==> config.mk <==
export PLATFORM = sky130hd
export DESIGN_NAME = fe_chip_avg
export DESIGN_NICKNAME = d
export VERILOG_FILES = /design/src/rtl/fe_avg_pkg.sv /design/src/rtl/fe_pair_sum.sv /design/src/rtl/fe_tie_round.sv /design/src/rtl/fe_chan.sv /design/src/rtl/fe_chip_avg.sv
export SDC_FILE = /design/constraint.sdc
export NUM_CORES = 1
export LEC_CHECK = 0
export BUFFER_PORTS_ARGS = -buffer_cell sky130_fd_sc_hd__buf_4
export CORE_MARGIN = 4
export CORE_UTILIZATION = 40
export DETAILED_ROUTE_END_ITERATION = 8
export PLACE_DENSITY = 0.6
export SLEW_MARGIN = 15
export SYNTH_ARGS = -nofsm -noshare
export SYNTH_HDL_FRONTEND = slang
export SYNTH_SLANG_ARGS = --single-unit
export TNS_END_PERCENT = 100
==> constraint.sdc <==
create_clock -name clk -period 3 [get_ports clk]
set_input_delay 0.3 -clock clk [delete_from_list [all_inputs] [get_ports clk]]
set_output_delay 0.3 -clock clk [all_outputs]
set_load 0.01 [all_outputs]
==> src/rtl/fe_avg_pkg.sv <==
package fe_avg_pkg;

   // Direction in which an exact midpoint between two levels is resolved.
   typedef enum logic {
      TIE_DOWN = 1'b0,
      TIE_UP   = 1'b1
   } tie_dir_e;

   // Number of parallel channels handled by the front end (I and Q).
   localparam int NUM_CH = 2;

   function automatic tie_dir_e tie_next(input tie_dir_e cur);
      return (cur == TIE_DOWN) ? TIE_UP : TIE_DOWN;
   endfunction

endpackage

==> src/rtl/fe_pair_sum.sv <==
module fe_pair_sum #(
   parameter int IN_W = 4
) (
   input  logic            clk,
   input  logic            rst_n,
   input  logic            take,
   input  logic            bypass,
   input  logic [IN_W-1:0] sample,
   output logic [IN_W:0]   pair_sum
);

   logic [IN_W-1:0] hist_q;

   // History register: holds the last accepted sample, cleared by reset.
   always_ff @(posedge clk or negedge rst_n) begin
      if (!rst_n) begin
         hist_q <= '0;
      end else if (take) begin
         hist_q <= sample;
      end
   end

   // Doubling the lone sample puts both modes on the same half-scale grid.
   always_comb begin
      if (bypass) begin
         pair_sum = {sample, 1'b0};
      end else begin
         pair_sum = {sample[IN_W-1], sample} + {hist_q[IN_W-1], hist_q};
      end
   end

endmodule

==> src/rtl/fe_tie_round.sv <==
module fe_tie_round
   import fe_avg_pkg::*;
#(
   parameter int IN_W  = 4,
   parameter int OUT_W = 3
) (
   input  logic             clk,
   input  logic             rst_n,
   input  logic             take,
   input  logic [IN_W:0]    pair_sum,
   output logic [OUT_W-1:0] code
);

   localparam int SUM_W  = IN_W + 1;
   localparam int WIDE_W = IN_W + 2;
   localparam logic signed [WIDE_W-1:0] CODE_MAX = WIDE_W'((2 ** (OUT_W - 1)) - 1);
   localparam logic signed [WIDE_W-1:0] CODE_MIN = WIDE_W'(-(2 ** (OUT_W - 1)));

   tie_dir_e                  dir_q;
   logic                      is_tie;
   logic                      step_down;
   logic signed [WIDE_W-1:0]  half_w;
   logic signed [WIDE_W-1:0]  raw_c;

   // Even sum: the halved value sits exactly between two levels.
   assign is_tie    = ~pair_sum[0];
   assign step_down = is_tie && (dir_q == TIE_DOWN);

   // Arithmetic floor of sum/2, sign-extended to the working width.
   assign half_w = {{2{pair_sum[SUM_W-1]}}, pair_sum[SUM_W-1:1]};
   assign raw_c  = half_w - {{(WIDE_W-1){1'b0}}, step_down};

   always_comb begin
      if (raw_c > CODE_MAX) begin
         code = CODE_MAX[OUT_W-1:0];
      end else if (raw_c < CODE_MIN) begin
         code = CODE_MIN[OUT_W-1:0];
      end else begin
         code = raw_c[OUT_W-1:0];
      end
   end

   // Tie-direction toggle: advances only on an accepted tie.
   always_ff @(posedge clk or negedge rst_n) begin
      if (!rst_n) begin
         dir_q <= TIE_DOWN;
      end else if (take && is_tie) begin
         dir_q <= tie_next(dir_q);
      end
   end

endmodule

==> src/rtl/fe_chan.sv <==
module fe_chan #(
   parameter int IN_W  = 4,
   parameter int OUT_W = 3
) (
   input  logic             clk,
   input  logic             rst_n,
   input  logic             take,
   input  logic             bypass,
   input  logic [IN_W-1:0]  sample,
   output logic [OUT_W-1:0] code_q
);

   logic [IN_W:0]    pair_sum;
   logic [OUT_W-1:0] code_d;

   fe_pair_sum #(
      .IN_W (IN_W)
   ) u_sum (
      .clk      (clk),
      .rst_n    (rst_n),
      .take     (take),
      .bypass   (bypass),
      .sample   (sample),
      .pair_sum (pair_sum)
   );

   fe_tie_round #(
      .IN_W  (IN_W),
      .OUT_W (OUT_W)
   ) u_round (
      .clk      (clk),
      .rst_n    (rst_n),
      .take     (take),
      .pair_sum (pair_sum),
      .code     (code_d)
   );

   always_ff @(posedge clk or negedge rst_n) begin
      if (!rst_n) begin
         code_q <= '0;
      end else if (take) begin
         code_q <= code_d;
      end
   end

endmodule

==> src/rtl/fe_chip_avg.sv <==
module fe_chip_avg
   import fe_avg_pkg::*;
#(
   parameter int IN_W  = 4,
   parameter int OUT_W = 3
) (
   input  logic             clk,
   input  logic             rst_n,
   input  logic             in_valid,
   input  logic             bypass,
   input  logic [IN_W-1:0]  i_in,
   input  logic [IN_W-1:0]  q_in,
   output logic [OUT_W-1:0] i_code,
   output logic [OUT_W-1:0] q_code,
   output logic             out_valid
);

   // Elaboration-time parameter checks.
   if (OUT_W < 2) begin : g_bad_out_w
      $error("fe_chip_avg: OUT_W must be at least 2");
   end
   if (IN_W < OUT_W) begin : g_bad_in_w
      $error("fe_chip_avg: IN_W must not be smaller than OUT_W");
   end

   logic [IN_W-1:0]  ch_in   [NUM_CH];
   logic [OUT_W-1:0] ch_code [NUM_CH];

   assign ch_in[0] = i_in;
   assign ch_in[1] = q_in;
   assign i_code   = ch_code[0];
   assign q_code   = ch_code[1];

   for (genvar g = 0; g < NUM_CH; g++) begin : g_ch
      fe_chan #(
         .IN_W  (IN_W),
         .OUT_W (OUT_W)
      ) u_chan (
         .clk    (clk),
         .rst_n  (rst_n),
         .take   (in_valid),
         .bypass (bypass),
         .sample (ch_in[g]),
         .code_q (ch_code[g])
      );
   end

   always_ff @(posedge clk or negedge rst_n) begin
      if (!rst_n) begin
         out_valid <= 1'b0;
      end else begin
         out_valid <= in_valid;
      end
   end

endmodule

Word-level counts from Yosys, hierarchy flattened
Cells that the tools add are included.
Operators by class
  add/subtract/negate cells: 4
  order comparisons: 4
  multiplexer cells: 8
  bitwise logic cells: 4
  reductions and logical operators: 4
Operator list (count)
  two-way mux 3 bit: 4
  adder 4 x 4 -> 5 bit: 2
  greater-than comparator 5 x 3 -> 1 bit (second input constant): 2
  less-than comparator 5 x 3 -> 1 bit (second input constant): 2
  two-way mux 5 bit: 2
  subtractor 4 x 2 -> 5 bit: 2
  logical AND 1 bit: 4
  inverter 1 bit: 4
  two-way mux 1 bit: 2
Word-level totals
  bits in registers: 17
  input bits: 12
  output and inout port bits: 7
  logic and storage cells: 31

Logic depth before layout (Yosys ltp)
Gate-level depths: netlist of run 1.
  depth after elaboration: 8
  mapped depth: 9
  mapped depth without buffers: 9

By module
Synthesis of run 1 repeated with hierarchy kept, for this count alone.
Second synthesis, totals
  cell total of the unflattened synthesis: 139
  area, all modules: 1286.2 um^2
Modules (own cells, without submodules)
  fe_pair_sum (g_ch[0].u_chan.u_sum): times used 1, cells an instance 38, area each 354.1 um^2, seq. area each 100.1 um^2
  fe_pair_sum (g_ch[1].u_chan.u_sum): times used 1, cells an instance 38, area each 349.1 um^2, seq. area each 100.1 um^2
  fe_tie_round: times used 2, cells an instance 25, area each 170.2 um^2, seq. area each 25.0 um^2
  fe_chan: times used 2, cells an instance 6, area each 108.9 um^2, seq. area each 75.1 um^2
  fe_chip_avg: times used 1, cells an instance 1, area each 25.0 um^2, seq. area each 25.0 um^2

Worst setup path before layout of run 1
No wires, ideal clock.
  path kind: reg2reg
  start: register g_ch[1].u_chan.u_sum.hist_q[0]
  end: register g_ch[1].u_chan.code_q[0]
  library setup time: 143 ps
  arrival time: 2105 ps
  data required time: 2857 ps
  path slack: 752 ps
  cell stages (with the launch flop): 10
  path buffers: 0
  clock period less this slack: 2248 ps
  path through: dfrtp_1 ha_1 fa_1 xnor2_1 o21a_1 ha_1 nand2_1 mux2_4 o221ai_2 o221ai_1
Between the ends
  word-level cells in the longest chain between the ends: 8
  elaborated cells between the ends (all ways): 9
  those cells by class: add/sub: 2; order compare: 2; mux: 3; bitwise: 1; reduce/logical: 1
RTL lines
  from (decl): RTL line fe_pair_sum.sv:12  | logic [IN_W-1:0] hist_q;
  from (signal assigned): RTL line fe_pair_sum.sv:19  | hist_q <= sample;
  adder 4 x 4 -> 5 bit (*): RTL line fe_pair_sum.sv:28  | pair_sum = {sample[IN_W-1], sample} + {hist_q[IN_W-1], hist_q};
  two-way mux 5 bit (*): RTL line fe_pair_sum.sv:25  | if (bypass) begin
  inverter 1 bit: RTL line fe_tie_round.sv:26  | assign is_tie = ~pair_sum[0];
  logical AND 1 bit: RTL line fe_tie_round.sv:27  | assign step_down = is_tie && (dir_q == TIE_DOWN);
  subtractor 4 x 2 -> 5 bit (*): RTL line fe_tie_round.sv:31  | assign raw_c = half_w - {{(WIDE_W-1){1'b0}}, step_down};
  less-than comparator 5 x 3 -> 1 bit: RTL line fe_tie_round.sv:36  | end else if (raw_c < CODE_MIN) begin
  two-way mux 3 bit: RTL line fe_tie_round.sv:36
  two-way mux 3 bit (*): RTL line fe_tie_round.sv:34  | if (raw_c > CODE_MAX) begin
  to (signal assigned): RTL line fe_chan.sv:42  | code_q <= code_d;
  to (decl): RTL line fe_chan.sv:10  | output logic [OUT_W-1:0] code_q
Every way passes the cells marked *; elsewhere a longest branch is shown, timed or not.
A chain may end at the register's enable or synchronous reset.

Final worst setup path of run 1
  start: register g_ch[0].u_chan.u_sum.hist_q[0]
  end: register g_ch[0].u_chan.code_q[1]
Between the ends
  word-level cells in the longest chain between the ends: 8
  elaborated cells between the ends (all ways): 9
  those cells by class: add/sub: 2; order compare: 2; mux: 3; bitwise: 1; reduce/logical: 1
RTL lines (RTL line)
  from (decl): fe_pair_sum.sv:12
  from (signal assigned): fe_pair_sum.sv:19
  adder 4 x 4 -> 5 bit (*): fe_pair_sum.sv:28
  two-way mux 5 bit (*): fe_pair_sum.sv:25
  inverter 1 bit: fe_tie_round.sv:26
  logical AND 1 bit: fe_tie_round.sv:27
  subtractor 4 x 2 -> 5 bit (*): fe_tie_round.sv:31
  less-than comparator 5 x 3 -> 1 bit: fe_tie_round.sv:36
  two-way mux 3 bit: fe_tie_round.sv:36
  two-way mux 3 bit (*): fe_tie_round.sv:34
  to (signal assigned): fe_chan.sv:42
  to (decl): fe_chan.sv:10
Marked as above.

==> flow_metrics.env, run 1 <==
export IMPL_die_area_um2=4120
export IMPL_routedWlPerCell_um=13.8
export IMPL_clkLatencyLatePin_ps=290
export IMPL_regToRegSetupSlack_ps=530
export IMPL_wl_mm=2.44
export IMPL_tritoncts="done"
export IMPL_viasPerCell=5.29
export IMPL_fp_row_count=20
export IMPL_antenna_found_initial=0
export IMPL_num_antenna_cells=0
export IMPL_max_stage_delay_ps=410
export IMPL_clockBufferDepth=2
export IMPL_fin_skew_ps=3.49
export IMPL_io_pins=19
export IMPL_critPathKind="flop to flop"
export IMPL_ys_types=42
export IMPL_drive_above_1_share_pct=28.6
export IMPL_core_area_um2=3030
export IMPL_grt_pass1_vias=989
export IMPL_cts_clk_slew_worst_paths_ps=100
export IMPL_final_setup_tns_ps=0
export IMPL_place_congestion=0.743
export IMPL_end_kind="flop"
export IMPL_cts_setup_buffers=0
export IMPL_nets=160
export IMPL_dieHeight_um=64.2
export IMPL_drt_iter0_markers=15
export IMPL_vias=937
export IMPL_synth_async_reset_ratio_pct=100
export IMPL_cts_buffers=3
export IMPL_crit_fanout=6
export IMPL_max_slew_margin_pct=70.3
export IMPL_worstSetupStartpointType="flop"
export IMPL_syn2layout_area_growth_pct=15.5
export IMPL_layout_common_cells="18 x buf_4, 17 x dfrtp_1, 12 x ha_1, 10 x nand2_1, 8 x mux2_2"
export IMPL_p_leak_nw=0.650
export IMPL_cts_sinks=17
export IMPL_finalCoreUtilization_pct=48.2
export IMPL_final_common_cell="buf_4"
export IMPL_endpoint="g_ch[0].u_chan.code_q[1]"
export IMPL_finalHoldViolCount=0
export IMPL_crit_chain="ha_1, fa_1, xnor2_1, o21a_1, ha_1, nand2_1, mux2_1, a21oi_1, o32ai_2"
export IMPL_ys_flop_type="dfrtp_1"
export IMPL_grt_use_total_pct=13.4
export IMPL_start_util_pct=41.7
export IMPL_status="finished, final reports clean"
export IMPL_holdPathStages=2
export IMPL_synth_edf_count=0
export IMPL_r2r_end="g_ch[0].u_chan.code_q[1]"
export IMPL_ant_nets=0
export IMPL_fin_crit_ps=2470
export IMPL_startpoint="g_ch[0].u_chan.u_sum.hist_q[0]"
export IMPL_synth_nets=140
export IMPL_hold_class="input port to flop"
export IMPL_hold_buffers=1
export IMPL_ys_seq_area_share_pct=33.7
export IMPL_arrival_ps=2640
export IMPL_grt_start_max_net_pins=24
export IMPL_fp_dieW_um=64.2
export IMPL_grt_overflow_total=0
export IMPL_synth_area_um2=1260
export IMPL_ys_ff_latch=17
export IMPL_yosysWarnings=0
export IMPL_portBuffers=18
export IMPL_rsz0062_at_grt="no"
export IMPL_grt_pass1_wl_mm=4.34
export IMPL_rr_worst_depth=9
export IMPL_critPathRequiredTime_ps=3170
export IMPL_maxCapViolCount=0
export IMPL_dp_hpwl_mm=1.93
export IMPL_firstDrtPassIters=4
export IMPL_tightest_slew_ps=440
export IMPL_htreeDepth=1
export IMPL_drcViolationCount=0
export IMPL_root_buffer="clkbuf_4"
export IMPL_hp_start="q_in[3]"
export IMPL_syn_area_per_cell_um2=11.1
export IMPL_fin_crit_sh_pct=82.2
export IMPL_powerDensity_nw_per_um2=544
export IMPL_synthCells=114
export IMPL_fmax_mhz=406
export IMPL_irDropWorstVdd_mv=0.252
export IMPL_rr_startpoint="g_ch[0].u_chan.u_sum.hist_q[0]"
export IMPL_crit_top_cell="ha_1"
export IMPL_ctsResizeCount=0
export IMPL_critical_path_slowest_cell="fa_1"
export IMPL_setup_violations=0
export IMPL_slew_viol_final=0
-- how the worst min path moves through the flow --
stage / slack, ps / to
global placement: 180 / g_ch[1].u_chan.u_sum.hist_q[1]
finish: 260 / g_ch[1].u_chan.u_sum.hist_q[3]
detailed placement: 180 / g_ch[1].u_chan.u_sum.hist_q[1]
global route: 250 / g_ch[1].u_chan.u_sum.hist_q[2]
CTS: 250 / g_ch[1].u_chan.u_sum.hist_q[3]
floorplan: 4 / g_ch[0].u_chan.code_q[0]
-- power breakdown --
group | internal, mW | switching (mW)
clock | 0.0517 | 0.0707
combinational | 0.179 | 0.181
sequential | 0.282 | 0.0300
total | 0.512 | 0.282
-- synth_stat cells, types with 2 or more instances --
| cell type | count | area share (%) |
|---|---|---|
| o221ai_1 | 2 | 1.4 |
| fa_1 | 2 | 3.2 |
| inv_1 | 6 | 1.8 |
| mux2_2 | 8 | 7.1 |
| nor2_1 | 4 | 1.2 |
| ha_1 | 12 | 12 |
| xor2_1 | 2 | 1.4 |
| a21oi_1 | 7 | 2.8 |
| nand2_1 | 10 | 3.0 |
| o21a_1 | 2 | 1.2 |
| mux2i_1 | 3 | 2.4 |
| o21ai_0 | 3 | 1.2 |
| xnor2_1 | 3 | 2.1 |
| dfrtp_1 | 17 | 34 |
| a31oi_1 | 3 | 1.5 |
| o211ai_1 | 2 | 1.2 |
| a21boi_0 | 2 | 1.2 |
| buf_6 | 2 | 1.8 |
-- stage by stage --
stage / setup WS (ps) / hold WS, ps / total power, mW / cell area, um^2 / cells
global route: 354 / 253 / 0.863 / 1460 / 177
detailed placement: 486 / 181 / 0.680 / 1420 / 172
CTS: 513 / 246 / 0.810 / 1460 / 177
floorplan: 752 / 4.41 / 0.564 / 1260 / 114
finish: 534 / 260 / 0.794 / 1460 / 177
global placement: 550 / 181 / 0.668 / 1420 / 172
-- critical path: cells and delay by family, from the launching register on --
family / cells / cell delay [ps]
flops: 1 / 400
compound gates: 3 / 450
fa+ha+maj: 3 / 870
xor+xnor: 1 / 260
mux: 1 / 300
simple gates: 1 / 70
-- layer usage --
metal,vias up,track usage [%],share of wire (%)
met1,450,14.9,43
met4,0,5.54,1.4
li1,466,-,-
met3,4,2.46,4.1
met2,17,24.8,52
met5,-,0,0
-- cell type report --
type	count	area (um^2)
Sequential cell	17	425
Multi-Input combinational cell	87	786
Tap cell	44	55.1
Clock buffer	4	26.3
Fill cell	296	1570
Timing Repair Buffer	19	145
Inverter	6	22.5
-- kinds of logic after synthesis --
logic type | Yosys count | synth area share [%]
AOI/OAI and AO/OA | 33 | 23.2
DFF | 17 | 33.7
muxes | 13 | 11.6
xor gates and xnor gates | 5 | 3.47
adders and majority gates | 14 | 15.0
buffers and inverters | 10 | 4.16
and+or+nand+nor | 22 | 8.91
-- flip-flops by register name, indices dropped and copies added (netlist names) --
name,count
out_valid,1
g_ch.u_chan.code_q,6
g_ch.u_chan.u_sum.hist_q,8
g_ch.u_chan.u_round.dir_q,2
Power figures use the tool's default switching activity.
==> run 2: changes to the inputs <==
--- a/config.mk
+++ b/config.mk
@@ -9,7 +9,7 @@
 export CORE_MARGIN = 4
 export CORE_UTILIZATION = 40
 export DETAILED_ROUTE_END_ITERATION = 8
-export PLACE_DENSITY = 0.6
+export PLACE_DENSITY = 0.63
 export SLEW_MARGIN = 15
 export SYNTH_ARGS = -nofsm -noshare
 export SYNTH_HDL_FRONTEND = slang
==> constraint.sdc (replaced) <==
create_clock -name clk -period 2 [get_ports clk]
set_input_delay 0.2 -clock clk [delete_from_list [all_inputs] [get_ports clk]]
set_output_delay 0.2 -clock clk [all_outputs]
set_load 0.01 [all_outputs]
==> flow_metrics.env, run 2 (synthesis results as in run 1) <==
export IMPL_grt_use_total_pct=14.2
export IMPL_cts_clk_slew_worst_paths_ps=110
export IMPL_root_buffer="clkbuf_4"
export IMPL_fin_crit_ps=2240
export IMPL_grt_pass1_wl_mm=4.65
export IMPL_arrival_ps=2420
export IMPL_power_frac_seq_pct=35.2
export IMPL_fp_row_count=20
export IMPL_largest_register_ffs=8
export IMPL_portBuffers=18
export IMPL_tightest_slew_ps=435
export IMPL_power_switching_uw=485
export IMPL_place_area_um2=1550
export IMPL_grt_pass1_vias=1083
export IMPL_largest_register="g_ch.u_chan.u_sum.hist_q"
export IMPL_firstDrtPassIters=4
export IMPL_critPathRequiredTime_ps=2180
export IMPL_grt_overflow_total=0
export IMPL_fin_crit_sh_pct=112
export IMPL_rsz0062_at_grt="yes"
export IMPL_tritoncts="done"
export IMPL_violations="negative setup slack"
export IMPL_vias=1000
export IMPL_dp_hpwl_mm=2.06
export IMPL_fin_skew_ps=4.79
export IMPL_top_usage_layer="met2"
export IMPL_nets=171
export IMPL_combinationalPowerShare_pct=49.9
export IMPL_max_slew_margin_pct=70.5
export IMPL_start_util_pct=41.7
export IMPL_fin_ws_ps=-237
export IMPL_met3_usage_pct=2.64
export IMPL_worstSetupStartpointType="flop"
export IMPL_final_cell_area_um2=1630
export IMPL_critPathKind="flop to flop"
export IMPL_switching_share_pct=36.6
export IMPL_slew_viol_final=0
export IMPL_die_area_um2=4120
export IMPL_layout_common_cells="29 x buf_4, 17 x dfrtp_1, 8 x nand2_1, 8 x mux2_2"
export IMPL_drt_iter0_markers=36
export IMPL_clockBufferDepth=2
export IMPL_met2_usage_pct=26.2
export IMPL_drcViolationCount=0
export IMPL_end_kind="flop"
export IMPL_p_leak_nw=0.711
export IMPL_fmax_mhz=447
export IMPL_drive_above_1_share_pct=45.1
export IMPL_intPower_uw=839
export IMPL_finalCoreUtilization_pct=53.7
export IMPL_powerDensity_nw_per_um2=814
export IMPL_viasPerCell=5.32
export IMPL_fp_dieW_um=64.2
export IMPL_maxCapViolCount=0
export IMPL_htreeDepth=1
export IMPL_wl_mm=2.70
export IMPL_finalHoldViolCount=0
export IMPL_crit_fanout=2
export IMPL_io_pins=19
export IMPL_place_congestion=0.885
export IMPL_antenna_found_initial=0
export IMPL_use_met1_pct=15.9
export IMPL_final_common_cell="buf_4"
export IMPL_clkLatencyLatePin_ps=300
export IMPL_pwr_share_clk_pct=14.9
export IMPL_cts_sinks=17
export IMPL_routedWlPerCell_um=14.3
export IMPL_ant_nets=0
export IMPL_hold_class="input port to flop"
export IMPL_dieHeight_um=64.2
export IMPL_num_antenna_cells=0
export IMPL_irDropWorstVdd_mv=0.324
export IMPL_whs_ps=142
export IMPL_core_area_um2=3030
export IMPL_setup_violations=5
export IMPL_cts_buffers=3
export IMPL_syn2layout_area_growth_pct=28.7
export IMPL_reg_top3="g_ch.u_chan.u_sum.hist_q x8, g_ch.u_chan.code_q x6, g_ch.u_chan.u_round.dir_q x2"
export IMPL_status="finished, violations left"
export IMPL_grt_start_max_net_pins=24
[run 2: cell types whose count changed in the layout (fill, tap and decap cells not counted), moves of 2 or more]
cell,before,now
ha_2,0,4
nand2_2,0,2
fa_1,2,0
ha_4,0,2
ha_1,12,6
buf_4,18,29
nand2_1,10,8
a21oi_1,7,5
fa_2,0,2
a21oi_2,1,3
[run 2: what timing repair did]
| action | in CTS | in global routing |
|---|---|---|
| gates resized for setup | 2 | 6 |
| hold endpoints to repair | 17 | 0 |
| pin swaps | 0 | 1 |
| setup endpoints to repair | 4 | 4 |
| hold buffers | 1 | 0 |
| buffers inserted | 0 | 1 |
[run 2: path summary, 6_finish.rpt]
check | startpoint | end | slack [ps] | cells past startpoint
max | g_ch[1].u_chan.u_sum.hist_q[0] | g_ch[1].u_chan.code_q[1] | -240 | 9
min in group asynchronous | rst_n | g_ch[0].u_chan.u_sum.hist_q[3] | 300 | 2
max reg2reg | g_ch[1].u_chan.u_sum.hist_q[0] | g_ch[1].u_chan.code_q[1] | -240 | 9
min reg2reg | g_ch[0].u_chan.u_round.dir_q | g_ch[0].u_chan.u_round.dir_q | 470 | 1
max in group asynchronous | rst_n | g_ch[1].u_chan.u_sum.hist_q[0] | 1500 | 2
min | i_in[3] | g_ch[0].u_chan.u_sum.hist_q[3] | 140 | 2
[run 2: area by class of cell]
class / instances / area [um^2]
clock buffers: 3 / 22.5
clock inverters: 1 / 5.00
fillers: 278 / 1400
inverters: 6 / 22.5
multi-input cells: 87 / 868
flip-flops and latches: 17 / 425
well taps: 44 / 55.1
repair buffers: 30 / 228
[run 2: metrics by stage]
step	setup WS [ps]	setup TNS, ps	power [mW]	instances
after floorplan	-107	-416	0.885	114
after global placement	-225	-778	1.07	182
after detailed placement	-257	-1010	1.09	182
after CTS	-272	-1070	1.31	187
after global routing	-341	-1400	1.43	188
final	-237	-954	1.32	188
[run 2: power groups by stage]
stage / registers, mW / clock network, mW / logic (mW)
floorplan: 0.492 / 0 / 0.394
global placement: 0.473 / 0 / 0.600
detailed placement: 0.475 / 0 / 0.619
CTS: 0.468 / 0.211 / 0.630
global route: 0.480 / 0.228 / 0.725
finish: 0.467 / 0.197 / 0.660
[run 2: critical path, cell delays in order (launching register included)]
cell and delay (ps):
dfrtp_1 390, ha_2 180, fa_2 510, mux2i_1 70, ha_2 200, o211ai_1 130, nand2_2 80, mux2_4 270
o221ai_4 140, o221ai_1 130
[run 2: layer usage]
layer,vias up,part of all wire [%],wire [um]
li1,481,-,-
met2,21,53,1430
met3,2,3.8,103
met1,496,43,1150
met5,-,0,0
met4,0,0.37,10
